$ cat src/rtl/rom_win_pkg.sv
package rom_win_pkg;
  typedef enum logic [1:0] {WIN_4K, WIN_8K, WIN_16K, WIN_32K} win_size_e;
  typedef enum logic [1:0] {LO_SINGLE, LO_SPLIT_4K, LO_SPLIT_8K, LO_SPLIT_16K} lo_split_e;
endpackage

$ cat src/rtl/rom_win_decode.sv
module rom_win_decode
  import rom_win_pkg::*;
#(
  parameter int ADDR_W    = 16,
  parameter int BLK_LOG2  = 12,
  parameter int FIRST_BLK = 8,
  localparam int BLK_SEL_W = ADDR_W - BLK_LOG2
) (
  input  logic [ADDR_W-1:0]    addr_i,
  input  logic [BLK_SEL_W-1:0] start_blk_i,
  input  win_size_e            size_i,
  output logic                 hit_o,
  output logic [ADDR_W-1:0]    off_o
);
  logic [ADDR_W:0] base, diff, lim;

  always_comb begin
    base  = {1'b0, start_blk_i, {BLK_LOG2{1'b0}}};
    diff  = {1'b0, addr_i} - base;
    off_o = diff[ADDR_W-1:0];
    lim   = (ADDR_W+1)'(1) << (BLK_LOG2 + int'(size_i));
    // diff[ADDR_W] set means the address lies below the base
    hit_o = (int'(start_blk_i) >= FIRST_BLK) && !diff[ADDR_W] && ({1'b0, off_o} < lim);
  end
endmodule

$ cat src/rtl/rom_win_addr_gen.sv
module rom_win_addr_gen
  import rom_win_pkg::*;
#(
  parameter int ADDR_W   = 16,
  parameter int BLK_LOG2 = 12,
  parameter int LO_AW    = 15,
  parameter int N_DEV    = 2,
  parameter int GRP_W    = 2,
  localparam int HI_AW   = LO_AW - GRP_W
) (
  input  logic              hit_i,
  input  logic [ADDR_W-1:0] off_i,
  input  lo_split_e         split_i,
  output logic [LO_AW-1:0]  lo_addr_o,
  output logic [N_DEV-1:0]  lo_cs_o,
  output logic              dev_o,
  output logic [HI_AW-1:0]  hi_addr_o,
  output logic              hi_cs_o,
  output logic [GRP_W-1:0]  grp_o
);
  logic [LO_AW-1:0] cap;

  always_comb begin
    cap   = '0;
    dev_o = 1'b0;
    if (split_i != LO_SINGLE) begin
      cap   = LO_AW'(1) << (BLK_LOG2 + int'(split_i) - 1);
      dev_o = off_i >= ADDR_W'(cap);
    end
    lo_addr_o = dev_o ? off_i[LO_AW-1:0] - cap : off_i[LO_AW-1:0];
    hi_addr_o = off_i[LO_AW-1:GRP_W];
    grp_o     = off_i[GRP_W-1:0];
    hi_cs_o   = hit_i;
  end

  for (genvar d = 0; d < N_DEV; d++) begin : g_cs
    assign lo_cs_o[d] = hit_i && (int'(dev_o) == d);
  end

  always_comb begin

    lo_cs_onehot_chk: assert ($onehot0(lo_cs_o));

    if (hit_i) win_range_chk: assert (off_i[ADDR_W-1:LO_AW] == '0);
  end
endmodule

$ cat src/rtl/rom_win_assemble.sv
module rom_win_assemble #(
  parameter int LO_W  = 8,
  parameter int GRP_W = 2,
  localparam int HI_W = LO_W,
  localparam int N_GRP = HI_W / GRP_W,
  localparam int SEL_W = $clog2(N_GRP)
) (
  input  logic             clk_i,
  input  logic             rst_ni,
  input  logic             hit_i,
  input  logic             dev_i,
  input  logic [SEL_W-1:0] grp_i,
  input  logic [LO_W-1:0]  lo0_data_i,
  input  logic [LO_W-1:0]  lo1_data_i,
  input  logic [HI_W-1:0]  hi_data_i,
  output logic [LO_W+GRP_W-1:0] data_o,
  output logic             hit_o
);
  logic             hit_q, dev_q;
  logic [SEL_W-1:0] grp_q;
  logic [N_GRP-1:0][GRP_W-1:0] grp_vec;

  always_ff @(posedge clk_i or negedge rst_ni) begin
    if (!rst_ni) begin
      hit_q <= 1'b0;
      dev_q <= 1'b0;
      grp_q <= '0;
    end else begin
      hit_q <= hit_i;
      dev_q <= dev_i;
      grp_q <= grp_i;
    end
  end

  for (genvar g = 0; g < N_GRP; g++) begin : g_grp
    assign grp_vec[g] = hi_data_i[g*GRP_W +: GRP_W];
  end

  assign hit_o  = hit_q;
  assign data_o = hit_q ? {grp_vec[grp_q], (dev_q ? lo1_data_i : lo0_data_i)} : '0;


  hit_reg_chk: assert property (@(posedge clk_i) disable iff (!rst_ni) hit_i |=> hit_o);
endmodule

$ cat src/rtl/rom_window_map.sv
module rom_window_map
  import rom_win_pkg::*;
#(
  parameter int ADDR_W    = 16,
  parameter int BLK_LOG2  = 12,
  parameter int FIRST_BLK = 8,
  parameter int LO_AW     = 15,
  parameter int LO_W      = 8,
  parameter int GRP_W     = 2,
  localparam int BLK_SEL_W = ADDR_W - BLK_LOG2,
  localparam int HI_AW     = LO_AW - GRP_W,
  localparam int N_DEV     = 2
) (
  input  logic                  clk_i,
  input  logic                  rst_ni,
  input  logic [ADDR_W-1:0]     addr_i,
  input  logic [BLK_SEL_W-1:0]  start_blk_i,
  input  logic [3:0]            win_cfg_i,
  output logic [LO_AW-1:0]      lo_addr_o,
  output logic [N_DEV-1:0]      lo_cs_o,
  input  logic [LO_W-1:0]       lo0_data_i,
  input  logic [LO_W-1:0]       lo1_data_i,
  output logic [HI_AW-1:0]      hi_addr_o,
  output logic                  hi_cs_o,
  input  logic [LO_W-1:0]       hi_data_i,
  output logic [LO_W+GRP_W-1:0] data_o,
  output logic                  hit_o
);
  logic              hit;
  logic              dev;
  logic [ADDR_W-1:0] off;
  logic [GRP_W-1:0]  grp;

  rom_win_decode #(
    .ADDR_W(ADDR_W), .BLK_LOG2(BLK_LOG2), .FIRST_BLK(FIRST_BLK)
  ) u_decode (
    .addr_i     (addr_i),
    .start_blk_i(start_blk_i),
    .size_i     (win_size_e'(win_cfg_i[1:0])),
    .hit_o      (hit),
    .off_o      (off)
  );

  rom_win_addr_gen #(
    .ADDR_W(ADDR_W), .BLK_LOG2(BLK_LOG2), .LO_AW(LO_AW), .N_DEV(N_DEV), .GRP_W(GRP_W)
  ) u_addr_gen (
    .hit_i    (hit),
    .off_i    (off),
    .split_i  (lo_split_e'(win_cfg_i[3:2])),
    .lo_addr_o(lo_addr_o),
    .lo_cs_o  (lo_cs_o),
    .dev_o    (dev),
    .hi_addr_o(hi_addr_o),
    .hi_cs_o  (hi_cs_o),
    .grp_o    (grp)
  );

  rom_win_assemble #(
    .LO_W(LO_W), .GRP_W(GRP_W)
  ) u_assemble (
    .clk_i     (clk_i),
    .rst_ni    (rst_ni),
    .hit_i     (hit),
    .dev_i     (dev),
    .grp_i     (grp),
    .lo0_data_i(lo0_data_i),
    .lo1_data_i(lo1_data_i),
    .hi_data_i (hi_data_i),
    .data_o    (data_o),
    .hit_o     (hit_o)
  );

  always_comb begin

    if (|lo_cs_o) low_blk_chk: assert (int'(start_blk_i) >= FIRST_BLK);

    hi_lo_sel_chk: assert (hi_cs_o == (|lo_cs_o));
  end


  miss_zero_chk: assert property (@(posedge clk_i) disable iff (!rst_ni)
    !(|lo_cs_o) |=> (data_o == '0 && !hit_o));
endmodule

$ cat config.mk
export PLATFORM = sky130hd
export DESIGN_NAME = rom_window_map
export DESIGN_NICKNAME = d
export VERILOG_FILES = /design/src/rtl/rom_win_pkg.sv /design/src/rtl/rom_win_decode.sv /design/src/rtl/rom_win_addr_gen.sv /design/src/rtl/rom_win_assemble.sv /design/src/rtl/rom_window_map.sv
export SDC_FILE = /design/constraint.sdc
export NUM_CORES = 1
export LEC_CHECK = 0
export BUFFER_PORTS_ARGS = -buffer_cell sky130_fd_sc_hd__buf_2
export CORE_MARGIN = 2
export CORE_UTILIZATION = 46
export CTS_BUF_LIST = sky130_fd_sc_hd__clkbuf_4 sky130_fd_sc_hd__clkbuf_8
export DETAILED_ROUTE_END_ITERATION = 10
export GPL_ROUTABILITY_DRIVEN = 0
export GPL_TIMING_DRIVEN = 0
export PLACE_DENSITY_LB_ADDON = 0.2
export SYNTH_ARGS = -nofsm -noshare
export SYNTH_HDL_FRONTEND = slang
export SYNTH_HIERARCHICAL = 1
export SYNTH_SLANG_ARGS = --single-unit
$ cat constraint.sdc
create_clock -name clk_i -period 6.45 [get_ports clk_i]
set_input_delay 0.645 -clock clk_i [delete_from_list [all_inputs] [get_ports clk_i]]
set_output_delay 0.645 -clock clk_i [all_outputs]
set_load 0.02 [all_outputs]
==> metrics.md <==
| Metric | Value |
|---|---|
| Hpwl dp | 2494 µm |
| Initial antenna violation count | 0 |
| Max Clk Rate | 0.2563 GHz |
| Vias after detailed routing | 1292 |
| Int Power | 0.1396 mW |
| Final #Nets | 320 |
| Count of final hold-check violations | 0 |
| Seq/Total Area, Yosys | 0.07921 |
| PortBufs | 79 |
| DIE HEIGHT | 56.42 µm |
| Ys async rst share | 1.000 |
| Root Driver | clkbuf_4 |
| Total GRT Usage | 0.1830 |
| Fin crit period | 3.902 ns |
| WL/cell | 9.921 µm |
| Area added between synthesis and finish | 37.92% |
| Maximum level of the CTS H-tree | 1 |
| Post-CTS sizing | 0 |
| Setup bufs post-CTS | 0 |
| Cell Rows | 19 |
| Setup_tns | 0 ns |
| WHS | 0.2135 ns |
| Fillers | 266 |
| Clk slew on worst S/H paths | 0.04 ns |
| Mapped Area | 1264 µm² |
| Yosys reg bits | 4 |
| DRT Pass-1 Iters | 4 |
| Total gr overflow | 0 |
| Fraction of layout cells with a size suffix above 1 | 0.4939 |
| Die area | 3183 µm² |
| Net Sw Frac | 0.4740 |
| Net Sw Power | 0.1258 mW |
| Critical path class | in -> out |
| Fraction of the cycle the final worst path needs | 0.6050 |
| Number of remaining DRC errors | 0 |
| Peak supply drop | 0.0001086 V |
| Core Box Area | 2686 µm² |
| Syn avg cell area | 7.948 µm² |
| Max Fanout on Critical Path | 10 |
| Total CTS buffers | 3 |
| GRT met2 Usage | 0.3294 |
| First-pass GRT wire length | 4754 µm |
| Most used DFF post-synth | dfrtp_1 |
| RSZ-0062 raised after global routing | no |
| Syn. warnings | 6 |
| Comb pwr share | 0.775 |
| Worst setup EP type | output port |
| Largest net degree at the start of global routing | 12 |
| Met1 global-route usage | 0.2119 |
| Clock Power Share | 0.112 |
| Min-Delay Path Class | in -> async |
| Max cap viols | 0 |
| WL final | 2758 µm |
| Met3 GRT Util | 0.05530 |
| CP arrival | 3.26 ns |
| GR peak layer | met2 |
| Power Total | 0.2654 mW |
| Ports | 92 |
| Initial core utilization | 0.4704 |
| Final non-filler cell area | 1743 µm² |
| Maximum root-to-sink buffer count | 2 |
| Post-synth EDFFs | 0 |
| PD cells | 152.3 nW/µm² |
| Hold_buf cts | 0 |
| Cells after Synth | 159 |
| Endpoints failing setup | 0 |
| Cell area after placement | 1720 µm² |
| Synth unique cells | 34 |
| Status | finished, final reports clean |
| # diodes | 0 |
| Die Wd | 56.42 µm |
| Antenna viol nets, final | 0 |
| Vias in the first global route | 1147 |
| Clock tree from TritonCTS | done |
| Final core occ | 0.6488 |
| Sequential share of power | 0.113 |
| Final slew viol count | 0 |
| Pleak | 1.017 nW |
| Clock Sinks | 4 |
| Vias per cell | 4.647 |
| Critical Path RT | 5.80 ns |
| First-iteration detailed-routing DRC count | 20 |
| Critical Path Source Type | input port |
-- sequential cells by signal, indices dropped and copies added, names as in the netlist --
register / flops
u_assemble/dev_q: 1
u_assemble/hit_o: 1
u_assemble/grp_q: 2
-- cell usage after synthesis (all sizes together), types with 4 or more instances --
library cell	instances	area share
o21ai	12	0.053
inv	10	0.030
dfrtp	4	0.079
xnor2	4	0.028
buf	33	0.20
and2	4	0.020
clkbuf	5	0.015
xor2	4	0.028
nand2b	4	0.020
ha	20	0.20
nor2b	9	0.045
nor2	5	0.017
nand2	11	0.033
a21oi	6	0.024
mux2i	8	0.063
-- kinds of logic (layout without fill, tap and decap cells) --
| group | count (synthesis) | count (layout) | synth area share |
|---|---|---|---|
| other | 1 | 7 | 0.002967 |
| xor gates and xnor gates | 8 | 8 | 0.05544 |
| AOI/OAI and AO/OA | 24 | 24 | 0.1178 |
| and+or+nand+nor | 43 | 43 | 0.1841 |
| muxes | 10 | 10 | 0.1050 |
| adders and majority gates | 21 | 21 | 0.2139 |
| DFF | 4 | 4 | 0.07921 |
| buffers and inverters | 48 | 130 | 0.2416 |
-- per-stage QoR --
step,setup WS [ns],std cells
after floorplan,2.968,165
after global placement,2.553,275
after detailed placement,2.535,275
after CTS,2.525,278
after global routing,2.316,278
final,2.548,278
-- layout by cell type, fill, tap and decap left out, drive strengths merged, types with 4 or more instances in the layout --
master,count
nor2b,9
xor2,4
dfrtp,4
nand2,11
clkbuf,8
and2,4
inv,10
mux2i,8
o21ai,12
buf,112
conb,7
ha,20
nor2,5
xnor2,4
a21oi,6
nand2b,4
-- power groups by stage --
stage | combinational, mW | clock (mW) | sequential (mW)
after floorplan | 0.149 | 0 | 0.0305
after global placement | 0.204 | 0 | 0.0303
after detailed placement | 0.207 | 0 | 0.0303
after CTS | 0.208 | 0.0318 | 0.0300
after global routing | 0.228 | 0.0341 | 0.0306
final | 0.206 | 0.0298 | 0.0299
-- area by class of cell --
| cell class | count | area, µm² | area share |
|---|---|---|---|
| flip-flops and latches | 4 | 100.1 | 0.05743 |
| plain buffers | 38 | 267.8 | 0.1536 |
| clock buffers | 3 | 22.52 | 0.01292 |
| well taps | 31 | 38.79 | 0.02225 |
| repair buffers | 79 | 395.4 | 0.2268 |
| multi-input cells | 113 | 880.8 | 0.5054 |
| inverters | 10 | 37.54 | 0.02154 |
-- critical path, cell delays in order --
cell and delay (ns):
buf_2 0.07, inv_1 0.03, ha_1 0.21, fa_1 0.41
xnor2_1 0.36, ha_1 0.37, a211oi_2 0.21, nand3_1 0.11
o21ai_2 0.33, buf_6 0.19, nand2_1 0.05, o21ai_0 0.07
buf_2 0.19
-- routing by layer --
| metal | vias to the layer above | part of all wire |
|---|---|---|
| met5 | - | 0 |
| met3 | 2 | 0.10 |
| li1 | 679 | - |
| met1 | 551 | 0.40 |
| met4 | 0 | 0.0040 |
| met2 | 60 | 0.49 |
-- worst paths after layout --
| kind | startpoint | endpoint | depth (start not counted) |
|---|---|---|---|
| worst max-delay path | addr_i[12] | lo_addr_o[12] | 13 |
| worst min-delay path | rst_ni | u_assemble/dev_q | 1 |
| max in group asynchronous | rst_ni | u_assemble/grp_q[1] | 1 |
| min in group clk_i | addr_i[0] | u_assemble/grp_q[0] | 2 |
No activity file was read; power rests on OpenSTA's default activity.
